===== config.mk =====
export PLATFORM = sky130hd
export DESIGN_NAME = ata_taskfile
export DESIGN_NICKNAME = d
export VERILOG_FILES = /design/src/rtl/ata_taskfile.sv
export SDC_FILE = /design/constraint.sdc
export NUM_CORES = 1
export LEC_CHECK = 0
export BUFFER_PORTS_ARGS = -buffer_cell sky130_fd_sc_hd__buf_2
export CAP_MARGIN = 0
export CORE_UTILIZATION = 56
export CTS_CLUSTER_DIAMETER = 80
export DETAILED_ROUTE_END_ITERATION = 8
export PLACE_DENSITY = 0.76
export REMOVE_ABC_BUFFERS = 1
export SYNTH_ARGS = -nofsm -noshare
export SYNTH_HDL_FRONTEND = slang
export SYNTH_SLANG_ARGS = --single-unit
export TNS_END_PERCENT = 50

===== constraint.sdc =====
create_clock -name clk -period 2.35 [get_ports clk]
set_input_delay 0.47 -clock clk [delete_from_list [all_inputs] [get_ports clk]]
set_output_delay 0.47 -clock clk [all_outputs]
set_load 0.05 [all_outputs]

===== src/rtl/ata_taskfile.sv =====
module ata_taskfile #(
  parameter int          ID_WORDS = 256,
  parameter logic [159:0] SERIAL   = "TFC-SERIAL-000000042",
  parameter logic [63:0]  REVISION = "REV 1.00"
) (
  input  logic        clk,
  input  logic        rst_n,
  input  logic [2:0]  io_addr,
  input  logic        io_rd,
  input  logic        io_wr,
  input  logic [15:0] io_wdata,
  output logic [15:0] io_rdata,
  output logic        irq,
  output logic        dma_req,
  output logic        dma_to_mem,
  output logic [23:0] dma_lba,
  output logic [7:0]  dma_count,
  input  logic        dma_done,
  input  logic        flush_done
);
  localparam int IDX_W = $clog2(ID_WORDS);
  localparam logic [IDX_W-1:0] LAST_IDX = IDX_W'(ID_WORDS - 1);

  logic [7:0] cnt_q, lba0_q, lba1_q, lba2_q, dev_q;
  logic       bsy_q, drq_q, err_q, flush_q;
  logic [IDX_W-1:0] idx_q;
  logic [7:0] status_q;

  wire cmd_wr  = io_wr && io_addr == 3'd7 && !bsy_q;
  wire data_rd = io_rd && io_addr == 3'd0 && drq_q;
  wire [7:0] op = io_wdata[7:0];

  assign status_q = {bsy_q, 1'b1, 1'b0, 1'b0, drq_q, 2'b00, err_q};

  function automatic logic [15:0] id_word(input logic [IDX_W-1:0] i);
    logic [15:0] w;
    w = 16'h0000;
    if (int'(i) == 0)  w = 16'h0040;
    if (int'(i) == 85) w = 16'h0020;
    for (int k = 0; k < 10; k++)
      if (int'(i) == 10 + k) w = SERIAL[159 - 16*k -: 16];
    for (int k = 0; k < 4; k++)
      if (int'(i) == 23 + k) w = REVISION[63 - 16*k -: 16];
    return w;
  endfunction

  always_comb begin
    case (io_addr)
      3'd0:    io_rdata = drq_q ? id_word(idx_q) : 16'h0000;
      3'd2:    io_rdata = {8'h00, cnt_q};
      3'd3:    io_rdata = {8'h00, lba0_q};
      3'd4:    io_rdata = {8'h00, lba1_q};
      3'd5:    io_rdata = {8'h00, lba2_q};
      3'd6:    io_rdata = {8'h00, dev_q};
      3'd7:    io_rdata = {8'h00, status_q};
      default: io_rdata = 16'h0000;
    endcase
  end

  always_ff @(posedge clk) begin
    if (!rst_n) begin
      cnt_q <= '0; lba0_q <= '0; lba1_q <= '0; lba2_q <= '0; dev_q <= '0;
      bsy_q <= 1'b0; drq_q <= 1'b0; err_q <= 1'b0; flush_q <= 1'b0;
      idx_q <= '0; irq <= 1'b0;
      dma_req <= 1'b0; dma_to_mem <= 1'b0; dma_lba <= '0; dma_count <= '0;
    end else begin
      if (io_wr) begin
        case (io_addr)
          3'd2: cnt_q  <= io_wdata[7:0];
          3'd3: lba0_q <= io_wdata[7:0];
          3'd4: lba1_q <= io_wdata[7:0];
          3'd5: lba2_q <= io_wdata[7:0];
          3'd6: dev_q  <= io_wdata[7:0];
          default: ;
        endcase
      end

      if (io_rd && io_addr == 3'd7) irq <= 1'b0;

      if (data_rd) begin
        idx_q <= idx_q + 1'b1;
        if (idx_q == LAST_IDX) drq_q <= 1'b0;
      end

      if (flush_q && flush_done) begin
        flush_q <= 1'b0;
        bsy_q   <= 1'b0;
        irq     <= 1'b1;
      end

      if (dma_req && dma_done) begin
        dma_req <= 1'b0;
        bsy_q   <= 1'b0;
        irq     <= 1'b1;
      end

      if (cmd_wr) begin
        err_q <= 1'b0;
        drq_q <= 1'b0;
        case (op)
          8'hEC: begin
            drq_q <= 1'b1;
            idx_q <= '0;
            irq   <= 1'b1;
          end
          8'hE7: begin
            bsy_q   <= 1'b1;
            flush_q <= 1'b1;
          end
          8'hC8, 8'hCA: begin
            bsy_q      <= 1'b1;
            dma_req    <= 1'b1;
            dma_to_mem <= (op == 8'hC8);
            dma_lba    <= {lba2_q, lba1_q, lba0_q};
            dma_count  <= cnt_q;
          end
          default: begin
            err_q <= 1'b1;
            irq   <= 1'b1;
          end
        endcase
      end
    end
  end
endmodule


==> impl_results.md, run 1 <==
* Vias at 4,169
* Fin crit share at 111%
* EDFF count, synth at 0
* CTS tree: done
* CTS root buffer: clkbuf_8
* Die X at 90.9 um
* Hold Crit Depth at 3
* Total clock sinks at 87
* Post-DP Area at 0.00507 sq mm
* PD cells at 503 mW/mm^2
* Fmax at 384 MHz
* Critical path required time at 1.88 ns
* Vias in the first global route at 3,844
* Worst R2R Setup Slack at 0.78 ns
* Clock Latency Late Sink at 0.36 ns
* Hold Startpoint: rst_n
* Async S/R FF share, synth at 0%
* Commonest non-fill, non-tap cells in the layout: nand2_1, dfxtp_1, buf_4, buf_2, a21oi_1
* Final Max Slew Viols at 0
* Post-Layout Cell Count at 738
* Max_slew headroom at 59.6%
* Initial cell density of the core at 57.6%
* Setup TNS Final at -2.28 ns
* Worst-path clk slew at 0.08 ns
* Mapped Area at 0.00443 sq mm
* Failing checks: negative setup slack
* Top post-synthesis cells by area: dfxtp_1, nand2_1, a21oi_2
* Clk_skew at 0.0108 ns
* Most common cell after layout, fill and taps aside: nand2_1
* Distinct cells, synth at 65
* Cell row count at 32
* Wire per inst at 15.6 um
* Post-route cell area at 0.00550 sq mm
* Register area share after synthesis at 39.4%
* Min Tclk post-route at 2.61 ns
* Avg Inst Size Synth at 8.17 sq um
* Placer Congestion at 0.933
* First-pass GRT wire length at 19.2 mm
* DP Cell Count at 720
* Critical path type: reg -> out
* Die height at 90.9 um
* Syn Inst Count at 542
* Dpl ws at -0.0199 ns
* Area of the multi-input gates at 0.00256 sq mm
* Remaining global-route overflow at 0
* CTS HTree Levels at 3
* Initial drt markers at 247
* Pin count of the biggest net entering global routing at 35
* CORE AREA at 0.00769 sq mm
* Static leakage at 2.13 nW
* WP data arrival at 2.14 ns
* Register Area at 0.00176 sq mm
* Quantity of I/O buffers inserted on ports at 66
* Worst Reg-to-Reg Cells at 7
* Final hold violation count at 0
* Initial antenna violation count at 0
* Top Ports at 76
* DRT Pass-1 Iters at 5
* Worst hold slack at 0.392 ns
* Avg Vias per Cell at 5.65
* Reg2reg end: idx_q[4]$_SDFF_PN0_
* CTS buffer count at 9
* Ant. Diodes at 0
* Ys flop type: dfxtp_1
* Warnings from Yosys at 0
* GRT Total Usage at 29.4%
* Die area at 0.00826 sq mm
* Final wirelength at 11.5 mm
* Actual slew at the worst max-slew pin at 0.602 ns
* Post-route ant nets at 0
* Crit-path max FO at 5
* FF-to-FF Start: drq_q$_SDFFE_PN0P_
* Maximum Capacitance Violations at 0
* VDD IR-drop max at 0.384 mV
* Setup violators final at 13
* Worst Setup End Kind: primary output
* Fillers at 637
* Area Growth Syn to Fin at 24.3%
* Post-synth top area share at 39.4%
* #FFs+latches synth at 87
* Dpl hpwl at 8.36 mm
* Min-Delay Path Class: in -> reg
* Outcome: finished, violations left
* Clock Tree Buf Depth at 2
* Detailed-route DRC error count at 0
* Worst Setup Start Kind: flip-flop
* Count of nets after finishing at 661
* Yosys top cell by area: dfxtp_1
* Worst Hold Path EP: err_q$_SDFFE_PN0P_
* Proportion of layout cells with a drive suffix above 1 at 37.4%
* RSZ-0062 raised after global routing: true
* Setup ws final at -0.256 ns
[worst max-delay path, stage by stage (launching register included)]
cell and delay (ns):
dfxtp_2 0.33, or3_4 0.42, nor3_4 0.30, a21o_2 0.22, a21oi_2 0.05, a221o_1 0.29, buf_6 0.16
[state kept, by name, indices dropped and copies added (netlist names), 8 cells and up]
name and flops:
lba1_q 8, dma_lba 24, dev_q 8, idx_q 8, cnt_q 8, lba0_q 8
dma_count 8, lba2_q 8
[what timing repair did]
item | 4_1_cts | 5_1_grt
endpoints found under the setup margin | 14 | 14
setup buffers | 3 | 0
gates resized for setup | 54 | 8
hold buffers | 0 | 0
pin swaps | 11 | 6
[final cells by class]
class	count	area share, %
clock inverter	6	1.27
sequential	87	31.9
timing repair buffer	117	15.0
clock buffer	9	2.25
tap	102	2.32
multi-input combinational	409	46.6
inverter	8	0.637
[layer usage]
metal	wire length, um	global-route usage, %	vias to the layer above
met5	0	0	-
met4	363	13.4	0
met3	748	5.30	29
met2	5030	43.6	172
met1	5370	41.5	1932
li1	-	-	2036
[cells by family (layout without fill, tap and decap cells)]
| group | count (synthesis) | count (layout) | share of synthesized area (%) |
|---|---|---|---|
| multiplexers | 20 | 20 | 5.00 |
| buffers and inverters | 46 | 140 | 5.65 |
| other | 1 | 1 | 0.0847 |
| AND/OR/NAND/NOR | 245 | 245 | 27.2 |
| AO/OA/AOI/OAI | 132 | 132 | 20.2 |
| adder cells (fa/ha/maj) | 4 | 4 | 1.13 |
| XOR/XNOR | 7 | 7 | 1.39 |
| flip-flops | 87 | 87 | 39.4 |
[stage by stage]
step | total power (W) | util [%]
global placement | 0.00175 | 66.0
finish | 0.00277 | 71.6
floorplan | 0.00164 | -
detailed placement | 0.00176 | 66.0
global route | 0.00288 | 71.6
CTS | 0.00278 | 71.1
[report_power, final]
| group | leakage (nW) | switching (W) | internal [W] | total [W] |
|---|---|---|---|---|
| sequential | 0.706 | 0.0000137 | 0.00148 | 0.00150 |
| combinational | 1.32 | 0.000149 | 0.0000804 | 0.000229 |
| clock | 0.0996 | 0.000546 | 0.000493 | 0.00104 |
[cells in the mapped netlist, drive strengths merged (2+ instances only)]
library cell / instances
buf: 20
nor2b: 6
o21ai: 13
a22oi: 3
nand2b: 9
a221oi: 3
a22o: 2
nand3: 7
a32oi: 3
clkbuf: 18
mux2: 7
nor4b: 2
and3: 5
o31ai: 2
nor3b: 3
o22ai: 4
o311ai: 2
xnor2: 2
a221o: 3
and2: 2
ha: 4
inv: 7
nand4: 5
xor2: 5
o211ai: 3
a21o: 4
nor2: 30
nand3b: 2
mux2i: 12
dfxtp: 87
nand2: 156
a21oi: 81
and3b: 2
nor3: 11
[how the worst max path moves through the flow]
stage / cells after the start / to / startpoint / slack [ns]
2_1_floorplan: 4 / io_rdata[0] / idx_q[2]$_SDFF_PN0_ / -0.64
3_3_place_gp: 8 / io_rdata[14] / idx_q[0]$_SDFF_PN0_ / -0.004
3_5_place_dp: 8 / io_rdata[14] / idx_q[0]$_SDFF_PN0_ / -0.02
4_1_cts: 6 / io_rdata[3] / idx_q[6]$_SDFF_PN0_ / -0.25
5_1_grt: 6 / io_rdata[3] / idx_q[6]$_SDFF_PN0_ / -0.31
6_report: 6 / io_rdata[3] / idx_q[6]$_SDFF_PN0_ / -0.26
No activity file was read; power rests on OpenSTA's default activity.
==> inputs of run 2 (changes only) <==
--- a/config.mk
+++ b/config.mk
@@ -7,11 +7,13 @@
 export LEC_CHECK = 0
 export BUFFER_PORTS_ARGS = -buffer_cell sky130_fd_sc_hd__buf_2
 export CAP_MARGIN = 0
-export CORE_UTILIZATION = 56
+export CORE_UTILIZATION = 61
 export CTS_CLUSTER_DIAMETER = 80
+export CTS_CLUSTER_SIZE = 30
 export DETAILED_ROUTE_END_ITERATION = 8
-export PLACE_DENSITY = 0.76
+export PLACE_DENSITY = 0.82
 export REMOVE_ABC_BUFFERS = 1
+export SLEW_MARGIN = 0
 export SYNTH_ARGS = -nofsm -noshare
 export SYNTH_HDL_FRONTEND = slang
 export SYNTH_SLANG_ARGS = --single-unit
==> constraint.sdc (replaced) <==
create_clock -name clk -period 3.3 [get_ports clk]
set_input_delay 0.66 -clock clk [delete_from_list [all_inputs] [get_ports clk]]
set_output_delay 0.66 -clock clk [all_outputs]
set_load 0.05 [all_outputs]
==> run 2 against run 1 <==
  * The run now ends clean
  * Combinational power is 36% lower
  * Final cell count decreased by 5.7%
  * Die area shrank 8.0%
  * Critical path type unchanged
==> impl_results.md, run 2 (synthesized netlist as in run 1, its figures left out) <==
* Cell row count at 30 (-6.3%)
* CORE AREA at 0.00691 sq mm (-10%)
* Post-route cell area at 0.00501 sq mm (-9.0%)
* Post-Layout Cell Count at 696 (-5.7%)
* Total clock sinks at 87 (unchanged)
* Placer Congestion at 1.00 (+7.6%)
* Flop pwr share at 51.4% (-2.8 points)
* Comb pwr share at 7.1% (-1.2 points)
* Remaining global-route overflow at 0 (unchanged)
* Area Growth Syn to Fin at 13.2%
* Hold Crit Depth at 2 (-1)
* Wire per inst at 15.9 um (+2.2%)
* Die area at 0.00760 sq mm (-8.0%)
* Total Power at 0.00208 W (-25%)
* Worst Reg-to-Reg Cells at 6 (-1)
* Hold Startpoint: dma_lba[3]$_SDFFE_PN0P_
* PD cells at 416 mW/mm^2 (-17%)
* FF-to-FF Start: drq_q$_SDFFE_PN0P_
* CTS root buffer: clkbuf_8
* Net Sw Frac at 25.7% (+0.057 points)
* CTS tree: done
* Min Tclk post-route at 3.15 ns
* Setup violators final at 0 (-13)
* Max_slew headroom at 58.7% (-0.92 points)
* Clock Tree Buf Depth at 2 (unchanged)
* Worst Setup Start Kind: flip-flop
* Commonest non-fill, non-tap cells in the layout: nand2_1, dfxtp_1, buf_2, a21oi_1
* Critical path's slowest cell: dfxtp_1
* Fin crit share at 95.6%
* WP data arrival at 2.49 ns (+0.35 ns)
* Most common cell after layout, fill and taps aside: nand2_1
* Setup TNS Final at 0 ns (+2.28 ns)
* First-pass GRT wire length at 18.3 mm (-4.9%)
* CTS HTree Levels at 3 (unchanged)
* Avg Vias per Cell at 5.87 (+3.8%)
* Cell Chain, Critical Path: inv_1 > ha_1 > nor2_1 > o22ai_1 > o21ai_1 > o2111ai_1 > a221o_1 > buf_2
* Actual slew at the worst max-slew pin at 0.615 ns (+0.0124 ns)
* Crit-path max FO at 8 (+3)
* Maximum Capacitance Violations at 0 (unchanged)
* Proportion of layout cells with a drive suffix above 1 at 29.7% (-7.8 points)
* Pin count of the biggest net entering global routing at 60 (+71%)
* Fmax at 317 MHz
* Top Ports at 76 (unchanged)
* CTS buffer count at 9 (unchanged)
* Register Area at 0.00174 sq mm (-0.85%)
* Min-Delay Path Class: reg -> reg
* Die height at 87.2 um (-4.1%)
* Max incr delay on CP at 0.43 ns (about the same)
* Detailed-route DRC error count at 0 (unchanged)
* Final Max Slew Viols at 0 (unchanged)
* Internal power at 0.00155 W (-25%)
* Dpl hpwl at 7.77 mm (-7.1%)
* Final hold violation count at 0 (unchanged)
* Outcome: finished, final reports clean
* VDD IR-drop max at 0.257 mV (-33%)
* DRT Pass-1 Iters at 5 (unchanged)
* GRT Total Usage at 31.3% (+1.8 points)
* Initial cell density of the core at 64.1% (+6.5 points)
* Vias in the first global route at 3,742 (-2.7%)
* Psw at 0.000534 W (-25%)
* Clock Latency Late Sink at 0.36 ns (about the same)
* Most flops, register: dma_lba
* DP Cell Count at 680 (-5.6%)
* Count of nets after finishing at 624 (-5.6%)
* Final wirelength at 11.1 mm (-3.6%)
* Initial antenna violation count at 0 (unchanged)
* Initial drt markers at 477 (+93%)
* Worst-path clk slew at 0.09 ns (about the same)
* Quantity of I/O buffers inserted on ports at 66 (unchanged)
* Clock Power Share at 41.5% (+4.0 points)
* Critical path type: reg -> out
* Fillers at 582 (-8.6%)
* Post-DP Area at 0.00477 sq mm (-5.9%)
* CP Launch Point: idx_q[0]$_SDFF_PN0_
* Hold-fix buffers, CTS at 0 (unchanged)
* Static leakage at 1.91 nW (-10%)
* Max reg flops at 24 (unchanged)
* Clk_skew at 0.00939 ns (-0.00141 ns)
* Ant. Diodes at 0 (unchanged)
* Vias at 4,083 (-2.1%)
* RSZ-0062 raised after global routing: false
* Worst Setup End Kind: primary output
* Post-route ant nets at 0 (unchanged)
* Critical path required time at 2.64 ns (+0.76 ns)
* Worst hold slack at 0.454 ns (+0.0616 ns)
* Die X at 87.2 um (-4.1%)
* Area of the multi-input gates at 0.00244 sq mm (-5.0%)
==> run 2: cell types whose count changed in the layout (fill, tap and decap cells not counted), sizes merged <==
cell,change
inv,+4
clkinv,-4
buf,-37
bufinv,+1
==> run 2: worst max-delay path: cells and delay by family, from the launching register on <==
| family | cells | cell delay, ns |
|---|---|---|
| compound gates | 4 | 0.92 |
| fa+ha+maj | 1 | 0.32 |
| buf+inv | 2 | 0.31 |
| flops | 1 | 0.43 |
| simple gates | 1 | 0.18 |
==> run 2: path summary, 6_finish.rpt <==
check                             to  slack (ns)
max                      io_rdata[5]        0.15
min          dma_lba[3]$_SDFFE_PN0P_        0.45
max reg2reg       drq_q$_SDFFE_PN0P_        1.62
min reg2reg  dma_lba[3]$_SDFFE_PN0P_        0.45
==> run 2: area by class of cell <==
class	count	area share, %
multi-input cells	409	48.6
flip-flops and latches	87	34.8
repair buffers	80	8.94
clock buffers	9	2.47
well taps	96	2.40
clock inverters	7	2.17
inverters	8	0.600
==> run 2: timing repair <==
item / CTS / global route
buffers inserted: 0 / 0
resized for setup: 0 / 1
endpoints found under the setup margin: 0 / 2
==> run 2: power groups by stage <==
stage	Clock [W]	Combinational [W]	Sequential [W]
final	0.000864	0.000147	0.00107
after CTS	0.000871	0.000144	0.00107
after floorplan	0	0.0000764	0.00109
after detailed placement	0	0.000143	0.00109
after global routing	0.000915	0.000157	0.00107
after global placement	0	0.000140	0.00109
==> run 2: layer usage <==
| metal | track usage [%] | part of all wire [%] |
|---|---|---|
| met1 | 43.4 | 45 |
| met2 | 49.0 | 44 |
| met3 | 4.55 | 7.8 |
| met4 | 12.8 | 2.8 |
| met5 | 0 | 0 |
==> run 2: through the flow <==
| step | util, % | worst slack, ns |
|---|---|---|
| after floorplan | - | -0.0229 |
| after global placement | 69.1 | 0.420 |
| after detailed placement | 69.1 | 0.420 |
| after CTS | 72.5 | 0.194 |
| after global routing | 72.5 | 0.0447 |
| final | 72.5 | 0.145 |
==> inputs of run 3 (changes only) <==
==> constraint.sdc (replaced) <==
create_clock -name clk -period 3.3 [get_ports clk]
set_input_delay 0.33 -clock clk [delete_from_list [all_inputs] [get_ports clk]]
set_output_delay 0.33 -clock clk [all_outputs]
set_load 0.05 [all_outputs]
==> run 3 against run 2 <==
  * Sequential share of layout area grew 0.86 points
  * Wire length decreased by 0.84%
  * Setup slack better by 0.20 ns
  * Fmax rose by 6.7%
  * Clock power shrank 19%
  * Power down 8.3%
  * Sequential power hardly changed
==> impl_results.md, run 3 (synthesized netlist as in run 1, its figures left out) <==
* DRT Pass-1 Iters at 5 (unchanged)
* Setup Buffers After CTS at 0 (unchanged)
* Vias in the first global route at 3,543 (-5.3%)
* CTS root buffer: clkbuf_8
* Dpl hpwl at 7.71 mm (-0.76%)
* Area Growth Syn to Fin at 10.4%
* Outcome: finished, final reports clean
* Vias at 4,027 (-1.4%)
* Critical path's slowest cell: dfxtp_1
* Hold-fix buffers, CTS at 0 (unchanged)
* Clock Tree Buf Depth at 2 (unchanged)
* RSZ-0062 raised after global routing: false
* Max reg flops at 24 (unchanged)
* Worst R2R Setup Slack at 1.45 ns (-0.17 ns)
* VDD IR-drop max at 0.256 mV (-0.57%)
* Setup TNS Final at 0 ns (unchanged)
* Maximum Capacitance Violations at 0 (unchanged)
* Die area at 0.00760 sq mm (unchanged)
* Hold Crit Depth at 3 (+1)
* Wire per inst at 16.0 um (+0.32%)
* Post-DP Area at 0.00471 sq mm (-1.4%)
* Actual slew at the worst max-slew pin at 0.875 ns (+0.260 ns)
* Commonest non-fill, non-tap cells in the layout: nand2_1, dfxtp_1, buf_2, a21oi_1
* Worst Setup Start Kind: flip-flop
* Worst-path clk slew at 0.08 ns (about the same)
* Max_slew headroom at 41.6% (-17 points)
* Cell Chain, Critical Path: inv_1 > ha_1 > nor2_1 > o22ai_1 > o21ai_1 > o2111ai_1 > a221o_1 > buf_2
* Most common cell after layout, fill and taps aside: nand2_1
* Worst Reg-to-Reg Cells at 5 (-1)
* Initial antenna violation count at 0 (unchanged)
* Post-route ant nets at 0 (unchanged)
* Worst Hold Path EP: err_q$_SDFFE_PN0P_
* Initial drt markers at 431 (-9.6%)
* Critical path type: reg -> out
* Worst Setup End Kind: primary output
* Detailed-route DRC error count at 0 (unchanged)
* First-pass GRT wire length at 17.9 mm (-2.0%)
* Min Tclk post-route at 2.96 ns (-0.198 ns)
* CTS HTree Levels at 3 (unchanged)
* Die height at 87.2 um (unchanged)
* Quantity of I/O buffers inserted on ports at 66 (unchanged)
* Reg2reg end: idx_q[5]$_SDFF_PN0_
* Post-route cell area at 0.00489 sq mm (-2.4%)
* Setup violators final at 0 (unchanged)
* Total clock sinks at 87 (unchanged)
* # resized after CTS at 0 (unchanged)
* Clk_skew at 0.0118 ns (+0.00240 ns)
* Die X at 87.2 um (unchanged)
* Static leakage at 1.84 nW (-3.9%)
* CTS tree: done
* Critical path required time at 2.97 ns (+0.33 ns)
* Cell row count at 30 (unchanged)
* Count of nets after finishing at 617 (-1.1%)
* CTS buffer count at 9 (unchanged)
* FF-to-FF Start: idx_q[2]$_SDFF_PN0_
* Fmax at 338 MHz (+6.7%)
* Clock Latency Late Sink at 0.35 ns (about the same)
* WP data arrival at 2.63 ns (+0.14 ns)
* Pin count of the biggest net entering global routing at 48 (-20%)
* Max incr delay on CP at 0.42 ns (about the same)
* Final wirelength at 11.0 mm (-0.84%)
* Remaining global-route overflow at 0 (unchanged)
* Top Ports at 76 (unchanged)
* Hold Startpoint: rst_n
* Final hold violation count at 0 (unchanged)
* Ant. Diodes at 0 (unchanged)
* Placer Congestion at 0.902 (-10%)
* Avg Vias per Cell at 5.85 (-0.22%)
* Initial cell density of the core at 64.1% (unchanged)
* Crit-path max FO at 14 (+6)
* Min-Delay Path Class: in -> reg
* Final Max Slew Viols at 0 (unchanged)
* PD cells at 390 mW/mm^2 (-6.1%)
* Fin crit share at 89.6% (-6.0 points)
* Proportion of layout cells with a drive suffix above 1 at 28.5% (-1.1 points)
* CORE AREA at 0.00691 sq mm (unchanged)
* GRT Total Usage at 30.5% (-0.81 points)
* Most flops, register: dma_lba
==> run 3: worst max-delay path by stage <==
stage	start	endpoint	slack (ns)
global route	idx_q[2]$_SDFF_PN0_	io_rdata[14]	0.10
floorplan	idx_q[2]$_SDFF_PN0_	io_rdata[0]	0.45
detailed placement	idx_q[2]$_SDFF_PN0_	io_rdata[0]	0.82
CTS	idx_q[2]$_SDFF_PN0_	io_rdata[0]	0.42
global placement	idx_q[2]$_SDFF_PN0_	io_rdata[0]	0.80
finish	idx_q[0]$_SDFF_PN0_	io_rdata[5]	0.34
==> run 3: cell type report <==
cell class / count / area (sq um)
Fill cell: 580 / 2020
Multi-Input combinational cell: 409 / 2430
Inverter: 8 / 30.0
Tap cell: 96 / 120
Sequential cell: 87 / 1740
Clock inverter: 5 / 41.3
Clock buffer: 10 / 138
Timing Repair Buffer: 73 / 383
==> run 3: through the flow <==
step	hold WS (ns)	setup slack, ns	cells	power [W]	util (%)
CTS	0.258	0.415	688	0.00191	70.8
global placement	0.438	0.795	673	0.00123	68.2
detailed placement	0.450	0.818	673	0.00123	68.2
floorplan	0.433	0.454	504	0.00117	-
global route	0.293	0.103	688	0.00197	70.8
finish	0.267	0.343	688	0.00191	70.8
==> run 3: power by group <==
| part | total (W) | switching (W) | leakage, nW | internal (W) |
|---|---|---|---|---|
| registers | 0.00107 | 0.00000972 | 0.702 | 0.00106 |
| logic | 0.000139 | 0.000102 | 1.05 | 0.0000377 |
| clock network | 0.000699 | 0.000400 | 0.0858 | 0.000299 |
==> run 3: worst max-delay path, delay by kind of cell (launching register included) <==
family	cells	cell delay, ns
simple gates	1	0.21
compound gates	4	0.96
buf+inv	2	0.31
fa+ha+maj	1	0.38
flops	1	0.42
==> run 3: layer usage <==
layer	track usage [%]	routed length [um]	up-vias
met4	8.05	86	0
met2	48.2	5140	177
met1	43.9	5000	1890
li1	-	-	1949
met3	4.08	781	11
met5	0	0	-
